### src/rtl/uart_echo_pkg.sv
package uart_echo_pkg;
  localparam int OSR   = 16;
  localparam int CNT_W = $clog2(OSR);
  localparam int HALF  = OSR / 2;

  typedef enum logic [1:0] {
    ST_IDLE,
    ST_START,
    ST_DATA,
    ST_STOP
  } line_st_t;
endpackage

### src/rtl/uart_echo_tick.sv
module uart_echo_tick #(
  parameter int DIV = 2
) (
  input  logic clk,
  input  logic rst,
  output logic tick_o
);
  localparam int CW = (DIV > 1) ? $clog2(DIV) : 1;

  logic [CW-1:0] div_q;

  always_ff @(posedge clk) begin
    if (rst) begin
      div_q  <= '0;
      tick_o <= 1'b0;
    end else if (div_q == CW'(DIV - 1)) begin
      div_q  <= '0;
      tick_o <= 1'b1;
    end else begin
      div_q  <= div_q + 1'b1;
      tick_o <= 1'b0;
    end
  end
endmodule

### src/rtl/uart_echo_rx.sv
module uart_echo_rx
  import uart_echo_pkg::*;
#(
  parameter int DATA_BITS = 8
) (
  input  logic                 clk,
  input  logic                 rst,
  input  logic                 tick_i,
  input  logic                 rx_i,
  output logic                 valid_o,
  output logic [DATA_BITS-1:0] data_o,
  output logic                 ferr_o
);
  localparam int IW = (DATA_BITS > 1) ? $clog2(DATA_BITS) : 1;

  logic [1:0]           sync_q;
  logic                 rx_s, rx_d;
  line_st_t             st;
  logic [CNT_W-1:0]     cnt;
  logic [IW-1:0]        idx;
  logic [DATA_BITS-1:0] sh;

  assign rx_s = sync_q[1];

  always_ff @(posedge clk) begin
    if (rst) begin
      sync_q  <= 2'b11;
      rx_d    <= 1'b1;
      st      <= ST_IDLE;
      cnt     <= '0;
      idx     <= '0;
      sh      <= '0;
      valid_o <= 1'b0;
      data_o  <= '0;
      ferr_o  <= 1'b0;
    end else begin
      sync_q  <= {sync_q[0], rx_i};
      rx_d    <= rx_s;
      valid_o <= 1'b0;
      ferr_o  <= 1'b0;
      case (st)
        ST_IDLE: begin
          if (rx_d && !rx_s) begin
            st  <= ST_START;
            cnt <= '0;
          end
        end
        ST_START: begin
          if (tick_i) begin
            if (cnt == CNT_W'(HALF - 1)) begin
              cnt <= '0;
              idx <= '0;
              st  <= rx_s ? ST_IDLE : ST_DATA;
            end else begin
              cnt <= cnt + 1'b1;
            end
          end
        end
        ST_DATA: begin
          if (tick_i) begin
            if (cnt == CNT_W'(OSR - 1)) begin
              cnt <= '0;
              sh  <= {rx_s, sh[DATA_BITS-1:1]};
              if (idx == IW'(DATA_BITS - 1)) st <= ST_STOP;
              else idx <= idx + 1'b1;
            end else begin
              cnt <= cnt + 1'b1;
            end
          end
        end
        default: begin
          if (tick_i) begin
            if (cnt == CNT_W'(OSR - 1)) begin
              cnt <= '0;
              st  <= ST_IDLE;
              if (rx_s) begin
                valid_o <= 1'b1;
                data_o  <= sh;
              end else begin
                ferr_o <= 1'b1;
              end
            end else begin
              cnt <= cnt + 1'b1;
            end
          end
        end
      endcase
    end
  end

  // a start that survives its midpoint check must enter the data phase
  a_r3_start_confirmed: assert property (@(posedge clk) disable iff (rst)
    (st == ST_START && tick_i && cnt == CNT_W'(HALF - 1) && !rx_s) |=> (st == ST_DATA));
  // a good frame gives a single-cycle strobe
  a_r5_valid_single: assert property (@(posedge clk) disable iff (rst)
    valid_o |=> !valid_o);
  // a bad stop bit never produces a byte
  a_r6_no_valid_on_ferr: assert property (@(posedge clk) disable iff (rst)
    !(valid_o && ferr_o));
endmodule

### src/rtl/uart_echo_tx.sv
module uart_echo_tx
  import uart_echo_pkg::*;
#(
  parameter int DATA_BITS   = 8,
  parameter bit EARLY_START = 1'b1
) (
  input  logic                 clk,
  input  logic                 rst,
  input  logic                 tick_i,
  input  logic                 load_i,
  input  logic [DATA_BITS-1:0] data_i,
  output logic                 full_o,
  output logic                 tx_o
);
  localparam int IW = (DATA_BITS > 1) ? $clog2(DATA_BITS) : 1;

  line_st_t             st;
  logic [CNT_W-1:0]     cnt;
  logic [IW-1:0]        idx;
  logic [DATA_BITS-1:0] sh;
  logic [DATA_BITS-1:0] hold;
  logic                 stop_done;
  logic                 stop_cut;

  assign stop_done = (cnt == CNT_W'(OSR - 1));
  assign stop_cut  = EARLY_START && (cnt >= CNT_W'(HALF));

  always_ff @(posedge clk) begin
    if (rst) begin
      st     <= ST_IDLE;
      cnt    <= '0;
      idx    <= '0;
      sh     <= '0;
      hold   <= '0;
      full_o <= 1'b0;
      tx_o   <= 1'b1;
    end else begin
      if (load_i) begin
        hold   <= data_i;
        full_o <= 1'b1;
      end
      case (st)
        ST_IDLE: begin
          if (full_o) begin
            st     <= ST_START;
            sh     <= hold;
            full_o <= 1'b0;
            cnt    <= '0;
            tx_o   <= 1'b0;
          end
        end
        ST_START: begin
          if (tick_i) begin
            if (cnt == CNT_W'(OSR - 1)) begin
              st   <= ST_DATA;
              cnt  <= '0;
              idx  <= '0;
              tx_o <= sh[0];
            end else begin
              cnt <= cnt + 1'b1;
            end
          end
        end
        ST_DATA: begin
          if (tick_i) begin
            if (cnt == CNT_W'(OSR - 1)) begin
              cnt <= '0;
              if (idx == IW'(DATA_BITS - 1)) begin
                st   <= ST_STOP;
                tx_o <= 1'b1;
              end else begin
                idx  <= idx + 1'b1;
                sh   <= sh >> 1;
                tx_o <= sh[1];
              end
            end else begin
              cnt <= cnt + 1'b1;
            end
          end
        end
        default: begin
          if (tick_i) begin
            if (full_o && (stop_done || stop_cut)) begin
              st     <= ST_START;
              sh     <= hold;
              full_o <= 1'b0;
              cnt    <= '0;
              tx_o   <= 1'b0;
            end else if (stop_done) begin
              st  <= ST_IDLE;
              cnt <= '0;
            end else begin
              cnt <= cnt + 1'b1;
            end
          end
        end
      endcase
    end
  end

  // line is high whenever nothing is being sent
  a_r2_idle_high: assert property (@(posedge clk) disable iff (rst)
    (st == ST_IDLE) |-> tx_o);
  // start bit drives the line low
  a_r2_start_low: assert property (@(posedge clk) disable iff (rst)
    (st == ST_START) |-> !tx_o);
  // stop bit is never cut before more than half has gone out
  a_r7_min_stop: assert property (@(posedge clk) disable iff (rst)
    (st == ST_STOP && tick_i && cnt < CNT_W'(HALF)) |=> (st == ST_STOP));
  // without early start the stop bit always runs its full length
  a_r8_full_stop: assert property (@(posedge clk) disable iff (rst)
    (!EARLY_START && st == ST_STOP && tick_i && cnt < CNT_W'(OSR - 1)) |=> (st == ST_STOP));
endmodule

### src/rtl/uart_echo.sv
module uart_echo #(
  parameter int DIV         = 2,
  parameter int DATA_BITS   = 8,
  parameter bit EARLY_START = 1'b1
) (
  input  logic clk,
  input  logic rst,
  input  logic rx_i,
  output logic tx_o,
  output logic byte_rdy_o,
  output logic overrun_o,
  output logic frame_err_o
);
  logic                 tick;
  logic                 rx_valid;
  logic                 rx_ferr;
  logic [DATA_BITS-1:0] rx_data;
  logic                 tx_full;
  logic                 tx_load;

  uart_echo_tick #(.DIV(DIV)) u_tick (
    .clk    (clk),
    .rst    (rst),
    .tick_o (tick)
  );

  uart_echo_rx #(.DATA_BITS(DATA_BITS)) u_rx (
    .clk     (clk),
    .rst     (rst),
    .tick_i  (tick),
    .rx_i    (rx_i),
    .valid_o (rx_valid),
    .data_o  (rx_data),
    .ferr_o  (rx_ferr)
  );

  assign tx_load = rx_valid && !tx_full;

  uart_echo_tx #(.DATA_BITS(DATA_BITS), .EARLY_START(EARLY_START)) u_tx (
    .clk    (clk),
    .rst    (rst),
    .tick_i (tick),
    .load_i (tx_load),
    .data_i (rx_data),
    .full_o (tx_full),
    .tx_o   (tx_o)
  );

  always_ff @(posedge clk) begin
    if (rst) begin
      byte_rdy_o  <= 1'b0;
      overrun_o   <= 1'b0;
      frame_err_o <= 1'b0;
    end else begin
      byte_rdy_o <= rx_valid;
      if (rx_valid && tx_full) overrun_o <= 1'b1;
      if (rx_ferr) frame_err_o <= 1'b1;
    end
  end

  // a byte arriving on a full slot raises the flag next cycle
  a_r9_overrun_set: assert property (@(posedge clk) disable iff (rst)
    (rx_valid && tx_full) |=> overrun_o);
  // the overrun flag holds until reset
  a_r9_overrun_sticky: assert property (@(posedge clk) disable iff (rst)
    overrun_o |=> overrun_o);
  // the framing flag holds until reset
  a_r6_ferr_sticky: assert property (@(posedge clk) disable iff (rst)
    frame_err_o |=> frame_err_o);
  // strobe lasts one cycle
  a_r5_rdy_pulse: assert property (@(posedge clk) disable iff (rst)
    byte_rdy_o |=> !byte_rdy_o);
endmodule

### config.mk
export PLATFORM = sky130hd
export DESIGN_NAME = uart_echo
export DESIGN_NICKNAME = d
export VERILOG_FILES = /design/src/rtl/uart_echo_pkg.sv /design/src/rtl/uart_echo_tick.sv /design/src/rtl/uart_echo_rx.sv /design/src/rtl/uart_echo_tx.sv /design/src/rtl/uart_echo.sv
export SDC_FILE = /design/constraint.sdc
export NUM_CORES = 1
export LEC_CHECK = 0
export BUFFER_PORTS_ARGS = -buffer_cell sky130_fd_sc_hd__buf_2
export CELL_PAD_IN_SITES_DETAIL_PLACEMENT = 1
export CELL_PAD_IN_SITES_GLOBAL_PLACEMENT = 1
export CORE_MARGIN = 1.5
export CORE_UTILIZATION = 38
export DETAILED_ROUTE_END_ITERATION = 7
export PLACE_DENSITY_LB_ADDON = 0.08
export SLEW_MARGIN = 15
export SYNTH_ARGS = -nofsm -noshare
export SYNTH_HDL_FRONTEND = slang
export SYNTH_SLANG_ARGS = --single-unit
### constraint.sdc
create_clock -name clk -period 1.8 [get_ports clk]
set_input_delay 0 -clock clk [delete_from_list [all_inputs] [get_ports clk]]
set_output_delay 0 -clock clk [all_outputs]
set_load 0.02 [all_outputs]
==> flow_summary.toml, run 1 <==
[run_status]
status = "completed"

[sta]
timing.final.crit_share_pct = 94.1
max_freq_mhz = 591
clock_skew_ps = 9.36
slew_headroom_pct = 65.9
maxSlewViolCount = 0
post-route-min-period_ps = 1690
tightest_slew_ps = 510
hold_slack_ps = 53.7
hold_viol_final = 0
finalSetupViolations = 0
rsz0062_at_grt = "false"

[logic_synthesis]
synth_top_cells_by_area = "dfxtp_1, mux2i_1, ha_1"
ys_seq_elements = 62
yosysTopAreaCell = "dfxtp_1"
async_reset_ff_share_pct = 0
yosys_warnings = 0
synth.avg_cell_area_um2 = 8.90
ys.flop_type = "dfxtp_1"
ys_seq_area_share_pct = 43.7
syn_area_um2 = 2840
synth_edf_count = 0
synth_common_cells = "dfxtp_1, nand2_1, a21oi_1, nor2_1, mux2i_1"
syn_nets = 337
syn_inst = 319
synth_top_area_share_pct = 43.7
synth_most_common_cell = "dfxtp_1"
synth.distinct_cells = 50

[floorplan]
die_height_um = 89.5
num_rows = 31
die_w_um = 89.5
dieArea_um2 = 8000
io_pins = 7
initial_core_util_pct = 39.2
core-area_um2 = 7250

[clock_network]
root_buffer = "clkbuf_8"
cts_tree = "yes"
cts_inserted_buffers = 9
cts.sinks = 62
clk_path_buf_depth = 2
path_clk_slew_ps = 70
htreeDepth = 3
post_cts_buffers = 0
clock_latency_ps = 350

[routing]
drtIter0Drc = 48
route.final.wire_length_mm = 6.19
vias_per_cell = 5.07
ant_nets = 0
drt_pass1_iterations = 4
routedWlPerCell_um = 13.9
drc = 0
vias = 2267

[worst_setup_path]
worstSetupStartpointType = "flip-flop"
critPathCaptureType = "flip-flop"
worst_ep_required_time_ps = 2020
worst-path-max-fanout = 9
cp_slowest_cell = "dfxtp_2"
rr_startpoint = "u_tx.st[0]$_SDFFE_PP0P_"
r2r_cells = 8
cp.arrival_ps = 1910
path_cells = "inv_1, ha_2, buf_4, nor2_2, a21oi_1, nor3_2, mux2i_1, nor2_1"
rrSetupSlack_ps = 110
worstSetupPathType = "flip-flop to flip-flop"
r2r-end = "u_tx.st[1]$_SDFFE_PP0P_"
slowest_delay_ps = 360

[grt]
grt.overflow.total = 0
antenna_found_initial = 0
grt_pass1_vias = 2296
grt_util_all_layers_pct = 17.6
grt_pass1_wl_mm = 10.7
grt_start_max_net_pins = 30

[power]
power_mw = 2.84
pwr-share-comb_pct = 13.1
netSwitchingFraction_pct = 27.7
clkPwrFrac_pct = 37.3
p_int_mw = 2.05
p_leak_nw = 1.25
p_per_area_nw_per_um2 = 859
seqPwrFrac_pct = 49.6
switching_power_mw = 0.786
ir_drop_uv = 329

[run]
drv_cap = 0

[min_path]
holdCritStartpoint = "rst"
min_to = "u_tx.st[0]$_SDFFE_PP0P_"
hold_path.class = "primary input to flip-flop"
whs_path_depth = 2

[place]
portBuffers = 6
place_congestion = 0.729
dp_hpwl_mm = 4.24
placed_cells = 430

[cells_and_area]
area_growth_pct = 16.3
fillers = 882
n_antenna_cell = 0
final_cells = 447
drive_gt1_share_pct = 19.3
nNetsFinal = 361
utilization_pct = 45.6
## metrics by stage
step	area [µm²]	TNS (ps)	setup WS, ps
final	3300	0	107
after global routing	3300	0	0.504
after CTS	3290	0	36.9
after detailed placement	3110	-19.6	-19.6
after global placement	3110	0	102
after floorplan	2840	0	74.5
## worst max path at each step
| stage | startpoint | endpoint | slack (ps) | depth (start not counted) |
|---|---|---|---|---|
| global placement | u_tx.st[0]$_SDFFE_PP0P_ | u_tx.st[1]$_SDFFE_PP0P_ | 100 | 7 |
| global route | u_tx.cnt[1]$_SDFFE_PP0P_ | u_tx.sh[6]$_SDFFE_PP0P_ | 0.5 | 7 |
| detailed placement | u_tx.st[0]$_SDFFE_PP0P_ | u_tx.st[1]$_SDFFE_PP0P_ | -20 | 7 |
| floorplan | u_tx.st[0]$_SDFFE_PP0P_ | u_tx.st[0]$_SDFFE_PP0P_ | 70 | 8 |
| finish | u_tx.st[0]$_SDFFE_PP0P_ | u_tx.st[1]$_SDFFE_PP0P_ | 110 | 8 |
| CTS | u_tx.st[0]$_SDFFE_PP0P_ | u_tx.st[1]$_SDFFE_PP0P_ | 40 | 8 |
## cell families (layout without fill, tap and decap cells)
kind of cell	Yosys count	count (layout)	synth area share [%]
mux	20	20	7.05
buf+inv	27	56	4.27
simple gates	126	126	22.1
flops	62	62	43.7
compound gates	67	67	15.6
xor+xnor	2	2	0.617
fa+ha+maj	15	15	6.61
## layout make-up
class,instances,area [µm²],share of cell area [%]
Multi-Input combinational cell,230,1490,45.2
Sequential cell,62,1250,37.7
Timing Repair Buffer,30,238,7.19
Clock buffer,10,128,3.86
Tap cell,99,124,3.75
Clock inverter,6,38.8,1.17
Inverter,10,37.5,1.14
## critical path, delay by kind of cell, from the launching register on
family | cells | cell delay (ps)
fa+ha+maj | 1 | 220
simple gates | 3 | 420
compound gates | 1 | 80
flops | 1 | 360
buf+inv | 2 | 250
mux | 1 | 230
## registers in the layout, indices dropped and copies added, names as in the netlist, 2 cells and up
signal and cells:
u_rx.data_o 8, u_rx.sh 8, u_tx.hold 8, u_tx.sh 8, u_rx.cnt 4, u_tx.cnt 4, u_rx.idx 3, u_tx.idx 3
u_rx.st 2, u_rx.sync_q 2, u_tx.st 2
## layout by cell type (no fill, tap or decap), drive strengths merged, types with 9 or more instances in the layout
| master | instances |
|---|---|
| dfxtp | 62 |
| nand2 | 41 |
| a21oi | 35 |
| nor2 | 29 |
| buf | 29 |
| mux2i | 20 |
| ha | 15 |
| nand3 | 14 |
| inv | 10 |
| clkbuf | 10 |
| o21ai | 9 |
## power groups by stage
stage          Combinational (mW)  Clock (mW)  Sequential (mW)
6_report                    0.372        1.06             1.41
4_1_cts                     0.368        1.11             1.41
3_5_place_dp                0.364           0             1.44
3_3_place_gp                0.357           0             1.44
5_1_grt                     0.418        1.18             1.41
2_1_floorplan               0.226           0             1.44
## routing by layer
metal	GRT usage [%]	share of wire [%]
met5	0	0
met4	8.81	2.1
met3	4.71	1.9
met2	27.9	47
met1	22.1	49
## what timing repair did
item / in CTS / in global routing
pin swaps: 1 / 2
hold buffers: 1 / 0
gates resized for setup: 2 / 9
endpoints found under the hold margin: 1 / 0
endpoints found under the setup margin: 2 / 10
Note: power is estimated with default switching activity, not from simulation.
==> run 2, diff against run 1 <==
--- a/config.mk
+++ b/config.mk
@@ -12,7 +12,9 @@
 export CORE_UTILIZATION = 38
 export DETAILED_ROUTE_END_ITERATION = 7
 export PLACE_DENSITY_LB_ADDON = 0.08
+export SETUP_SLACK_MARGIN = 0.3
 export SLEW_MARGIN = 15
 export SYNTH_ARGS = -nofsm -noshare
 export SYNTH_HDL_FRONTEND = slang
+export SYNTH_HIERARCHICAL = 1
 export SYNTH_SLANG_ARGS = --single-unit
==> constraint.sdc (replaced) <==
create_clock -name clk -period 1.6 [get_ports clk]
set_input_delay 0 -clock clk [delete_from_list [all_inputs] [get_ports clk]]
set_output_delay 0 -clock clk [all_outputs]
set_load 0.02 [all_outputs]
==> run 2 against run 1 <==
Net effect:
- the flow now finishes with violations (negative setup slack)
- fmax fell by 0.53%
- sequential cell count did not move
- power grew 9.5%
- count of clock-buffer cells in the layout grew 1
- wire length up 29%
- non-clock buffer count is 39 higher
- sequential power grew 9.9%
- sequential share of layout area fell by 7.8 points
- worst setup slack worse by 210 ps
- clock skew is 3.4 ps higher
- largest cell class unchanged
- clock power grew 38%
==> flow_summary.toml, run 2 <==
[logic_synthesis]
synth_common_cells = "dfxtp_1, nor2_1, mux2i_1, nand2_1"
synth_fa_ha_area_share_pct = 4.66
synth_top_family_by_area = "simple AND/OR/NAND/NOR gates"
syn_inst = 311
syn_area_um2 = 2950
yosys_warnings = 6
synth_top_cells_by_area = "dfxtp_1, mux2i_1, nor2_1"
async_reset_ff_share_pct = 0
yosys-mux-area-fraction_pct = 12.9
ys_seq_area_share_pct = 42.0
ys.flop_type = "dfxtp_1"
synth_compound_area_share_pct = 13.1
synth_top_area_share_pct = 42.0
ys_seq_elements = 62
yosysTopAreaCell = "dfxtp_1"
yosys.area_share.simple_pct = 23.3
synth.distinct_cells = 55
synth_most_common_cell = "dfxtp_1"
synth_edf_count = 0
synth.avg_cell_area_um2 = 9.49
syn_nets = 325
synth_xor_area_share_pct = 0.297

[cells_and_area]
area_growth_pct = 44.5
drive_gt1_share_pct = 43.3
nNetsFinal = 388
final_cell_mix = "dfxtp_1, nor2_1, buf_4"
mostFrequentLayoutCell = "dfxtp_1"
utilization_pct = 57.9
fillers = 811
n_antenna_cell = 0
fin_area_um2 = 4270

[grt]
grt_pass1_vias = 2626
antenna_found_initial = 0
grt_pass1_wl_mm = 13.2
grt_start_max_net_pins = 55
grt_util_all_layers_pct = 19.8
grt.overflow.total = 0

[clock_network]
cts_inserted_buffers = 9
path_clk_slew_ps = 80
cts.sinks = 62
htreeDepth = 3
clock_latency_ps = 340
clk_path_buf_depth = 2
root_buffer = "clkbuf_8"
cts_tree = "yes"

[routing]
vias_per_cell = 5.36
ant_nets = 0
route.final.wire_length_mm = 7.98
drt_pass1_iterations = 4
vias = 2561
drtIter0Drc = 62
drc = 0
routedWlPerCell_um = 16.7

[run_status]
status = "finished, violations left"
violations = "negative setup slack"

[power]
p_leak_nw = 1.66
p_int_mw = 2.40
seqPwrFrac_pct = 50.0
p_per_area_nw_per_um2 = 729
netSwitchingFraction_pct = 23.0
ir_drop_uv = 430
switching_power_mw = 0.715
clkPwrFrac_pct = 46.8
pwr-share-comb_pct = 3.2

[sta]
slew_headroom_pct = 71.8
hold_viol_final = 0
finalSetupViolations = 13
rsz0062_at_grt = "true"
hold_slack_ps = 6.39
fin_ws_ps = -102
timing.final.crit_share_pct = 106
tightest_slew_ps = 423
post-route-min-period_ps = 1700
clock_skew_ps = 12.8
max_freq_mhz = 587
maxSlewViolCount = 0

[run]
drv_cap = 0

[worst_setup_path]
worstSetupStartpointType = "flip-flop"
worst_ep_required_time_ps = 1820
worstSetupPathType = "flip-flop to flip-flop"
critPathCaptureType = "flip-flop"
worst-path-max-fanout = 8
cp.arrival_ps = 1920

[place]
place_area_um2 = 3420
pre_cts_slack_ps = -134
dp_hpwl_mm = 4.70
place_congestion = 0.770
portBuffers = 6

[floorplan]
initial_core_util_pct = 40.1
io_pins = 7
dieArea_um2 = 8310
die_height_um = 91.2
num_rows = 31
die_w_um = 91.2
core-area_um2 = 7370

[min_path]
hold_path.class = "primary input to flip-flop"
## run 2: cell count changes after synthesis, sizes merged, moves of 9 or more
cell | previous run | this run
a21oi | 35 | 11
nand2 | 41 | 13
nor2 | 29 | 44
mux2i | 20 | 29
nand3 | 14 | 3
## run 2: per-stage QoR
step	power, mW	TNS, ps	instances
after floorplan	1.64	-96.6	311
after global placement	1.67	-673	433
after detailed placement	1.67	-1180	433
after CTS	3.14	-285	471
after global routing	3.24	-1720	478
final	3.11	-606	478
## run 2: critical path, cell delays in order (launching register included)
cell and delay, ps:
dfxtp_4 390, inv_4 60, ha_4 170, buf_6 130, a221o_4 530, nor4_2 200, nor3_1 100
## run 2: final timing paths
path | from | end | slack (ps) | cells after the start
worst max-delay path | u_tx/st[0]$_SDFFE_PP0P_ | u_tx/sh[6]$_SDFFE_PP0P_ | -100 | 6
worst min-delay path | rst | u_tx/full_o$_SDFF_PP0_ | 6 | 2
worst max register to register | u_tx/st[0]$_SDFFE_PP0P_ | u_tx/sh[6]$_SDFFE_PP0P_ | -100 | 6
worst min register to register | u_rx/sync_q[0]$_SDFF_PP1_ | u_rx/sync_q[1]$_SDFF_PP1_ | 420 | 1
## run 2: area by class of cell
type | count | area [µm²] | share of cell area (%)
clock inverters | 5 | 56.3 | 1.32
inverters | 7 | 31.3 | 0.733
multi-input cells | 225 | 2020 | 47.4
clock buffers | 11 | 153 | 3.58
repair buffers | 69 | 603 | 14.1
well taps | 99 | 124 | 2.90
flip-flops and latches | 62 | 1280 | 30.0
## run 2: kinds of logic (layout without fill, tap and decap cells)
group | after synthesis | count (layout)
adders and majority gates | 11 | 11
DFF | 62 | 62
and+or+nand+nor | 124 | 124
xor gates and xnor gates | 1 | 1
AOI/OAI and AO/OA | 52 | 52
buffers and inverters | 24 | 92
muxes | 37 | 37
## run 2: timing repair
item	4_1_cts	5_1_grt
pin swaps	34	15
buffers inserted	19	7
cloned	1	0
gates resized for setup	50	39
hold buffers	2	0
endpoints found under the setup margin	49	53
hold endpoints to repair	3	0
## run 2: metal layers
layer  up-vias  part of all wire (%)  track usage, %
met5         -                     0               0
met3        10                   1.8            3.27
li1       1259                     -               -
met1      1265                    47            24.9
met2        27                    50            33.1
met4         0                   1.4            8.85
## run 2: power groups by stage
stage / combinational, mW / clock, mW / sequential (mW)
2_1_floorplan: 0.0490 / 0 / 1.59
3_3_place_gp: 0.0646 / 0 / 1.60
3_5_place_dp: 0.0650 / 0 / 1.60
4_1_cts: 0.0900 / 1.49 / 1.56
5_1_grt: 0.108 / 1.58 / 1.55
6_report: 0.100 / 1.46 / 1.55
==> run 3, diff against run 2 <==
--- a/config.mk
+++ b/config.mk
@@ -16,5 +16,4 @@
 export SLEW_MARGIN = 15
 export SYNTH_ARGS = -nofsm -noshare
 export SYNTH_HDL_FRONTEND = slang
-export SYNTH_HIERARCHICAL = 1
 export SYNTH_SLANG_ARGS = --single-unit
==> run 3 against run 2 <==
Net effect:
- clock power decreased by 3%
- critical path type unchanged
- the flow still finishes with violations (negative setup slack)
- global-route usage is 0.96 points lower
- via count down 7.3%
- critical endpoint is now u_rx.st[1]$_SDFFE_PP0P_
- worst setup slack gained 75 ps
- largest cell class unchanged
- count of clock-buffer cells in the layout is 2 lower
- cell count decreased by 2.7%
==> flow_summary.toml, run 3 (synthesis results as in run 1) <==
[place]
dp_hpwl_mm = 4.41
pre_cts_slack_ps = -97.0
place_area_um2 = 3300
place_congestion = 0.699
portBuffers = 6

[worst_setup_path]
critPathLaunch = "u_rx.st[1]$_SDFFE_PP0P_"
r2r-end = "u_rx.st[1]$_SDFFE_PP0P_"
cp-endpoint = "u_rx.st[1]$_SDFFE_PP0P_"
worstSetupPathType = "flip-flop to flip-flop"
cp_slowest_cell = "dfxtp_2"
path_cells = "inv_4, ha_4, buf_4, nand2b_4, a221oi_2, a21oi_1, a22o_1"
cp.arrival_ps = 1870
rrSetupSlack_ps = -30
r2r_cells = 7
worstSetupStartpointType = "flip-flop"
critPathCaptureType = "flip-flop"
worst_ep_required_time_ps = 1840
worst-path-max-fanout = 5
slowest_delay_ps = 350
rr_startpoint = "u_rx.st[1]$_SDFFE_PP0P_"

[power]
power_mw = 3.73
seqPwrFrac_pct = 42.7
netSwitchingFraction_pct = 28.9
switching_power_mw = 1.08
clkPwrFrac_pct = 38.2
ir_drop_uv = 470
p_per_area_nw_per_um2 = 942
p_int_mw = 2.65
p_leak_nw = 1.45
pwr-share-comb_pct = 19.1

[routing]
drt-met1-wl_mm = 3.35
drc = 0
wl_met2_mm = 3.40
vias_per_cell = 5.11
ant_nets = 0
wl_met3_um = 103
vias = 2374
drt_pass1_iterations = 4
top_layer = "met4"
routedWlPerCell_um = 15.0
route.final.wire_length_mm = 6.99
drtIter0Drc = 53

[cells_and_area]
area_growth_pct = 39.3
fillers = 807
final_cell_mix = "dfxtp_1, nand2_1, a21oi_1"
drive_gt1_share_pct = 39.3
mostFrequentLayoutCell = "dfxtp_1"
fin_area_um2 = 3960
n_antenna_cell = 0
nNetsFinal = 379
utilization_pct = 54.6

[sta]
max_freq_mhz = 614
rsz0062_at_grt = "true"
tightest_slew_ps = 375
slew_headroom_pct = 75.0
clock_skew_ps = 7.77
fin_ws_ps = -27.7
post-route-min-period_ps = 1630
maxSlewViolCount = 0
timing.final.crit_share_pct = 102
finalSetupViolations = 1
hold_viol_final = 0

[clock_network]
cts_tree = "yes"
root_buffer = "clkbuf_8"
clock_latency_ps = 350
cts_inserted_buffers = 9
path_clk_slew_ps = 80
htreeDepth = 3
clk_path_buf_depth = 2
cts.sinks = 62

[run]
drv_cap = 0

[floorplan]
io_pins = 7
num_rows = 31
initial_core_util_pct = 39.2
die_height_um = 89.5
die_w_um = 89.5
core-area_um2 = 7250
dieArea_um2 = 8000

[grt]
grt_util_all_layers_pct = 18.9
grt_pass1_wl_mm = 11.5
grt_pass1_vias = 2444
grt_start_max_net_pins = 29
antenna_found_initial = 0
grt.overflow.total = 0

[run_status]
violations = "negative setup slack"
status = "finished, violations left"

[min_path]
hold_path.class = "primary input to flip-flop"
==> run 3: per-layer routing <==
layer | GRT usage [%] | up-vias
li1 | - | 1204
met1 | 24.0 | 1145
met2 | 30.8 | 14
met3 | 3.60 | 11
met4 | 8.81 | 0
met5 | 0 | -
==> run 3: per-stage QoR <==
stage | hold WS [ps] | setup TNS [ps] | cells
4_1_cts | 40.8 | 0 | 459
6_report | 63.5 | -27.7 | 465
3_3_place_gp | 187 | 0 | 428
5_1_grt | 96.8 | -741 | 465
3_5_place_dp | 185 | -481 | 428
2_1_floorplan | 104 | 0 | 319
==> run 3: power groups by stage <==
| stage | Combinational, mW | Sequential [mW] | Clock [mW] |
|---|---|---|---|
| CTS | 0.621 | 1.59 | 1.46 |
| global route | 0.765 | 1.59 | 1.52 |
| floorplan | 0.357 | 1.62 | 0 |
| detailed placement | 0.485 | 1.62 | 0 |
| global placement | 0.478 | 1.62 | 0 |
| finish | 0.713 | 1.59 | 1.42 |
==> run 3: how the worst min path moves through the flow <==
stage          startpoint                        end  slack (ps)  cells after the start
4_1_cts               rst   u_tx.idx[2]$_SDFFE_PP0P_          40                      2
6_report              rst   u_tx.idx[2]$_SDFFE_PP0P_          60                      2
3_3_place_gp         rx_i  u_rx.sync_q[0]$_SDFF_PP1_         190                      2
3_5_place_dp         rx_i  u_rx.sync_q[0]$_SDFF_PP1_         190                      2
5_1_grt               rst   u_tx.idx[2]$_SDFFE_PP0P_         100                      2
2_1_floorplan        rx_i  u_rx.sync_q[0]$_SDFF_PP1_         100                      1
==> run 3: repair_timing <==
action,in CTS,in global routing
buffers inserted,14,5
endpoints found under the setup margin,45,54
hold buffers,1,0
pin swaps,23,11
endpoints found under the hold margin,1,0
resized for setup,37,21
cloned,0,1
==> run 3: worst max-delay path: cells and delay by family (launching register included) <==
family,cells,cell delay [ps]
simple gates,1,160
buf+inv,2,180
fa+ha+maj,1,160
compound gates,3,660
flops,1,350
==> run 3: layout make-up <==
| class | instances | area [µm²] | area share, % |
|---|---|---|---|
| tap | 99 | 124 | 3.13 |
| clock buffer | 9 | 124 | 3.13 |
| inverter | 10 | 45.0 | 1.14 |
| clock inverter | 7 | 73.8 | 1.87 |
| timing repair buffer | 48 | 442 | 11.2 |
| sequential | 62 | 1260 | 32.0 |
| multi-input combinational | 230 | 1880 | 47.6 |
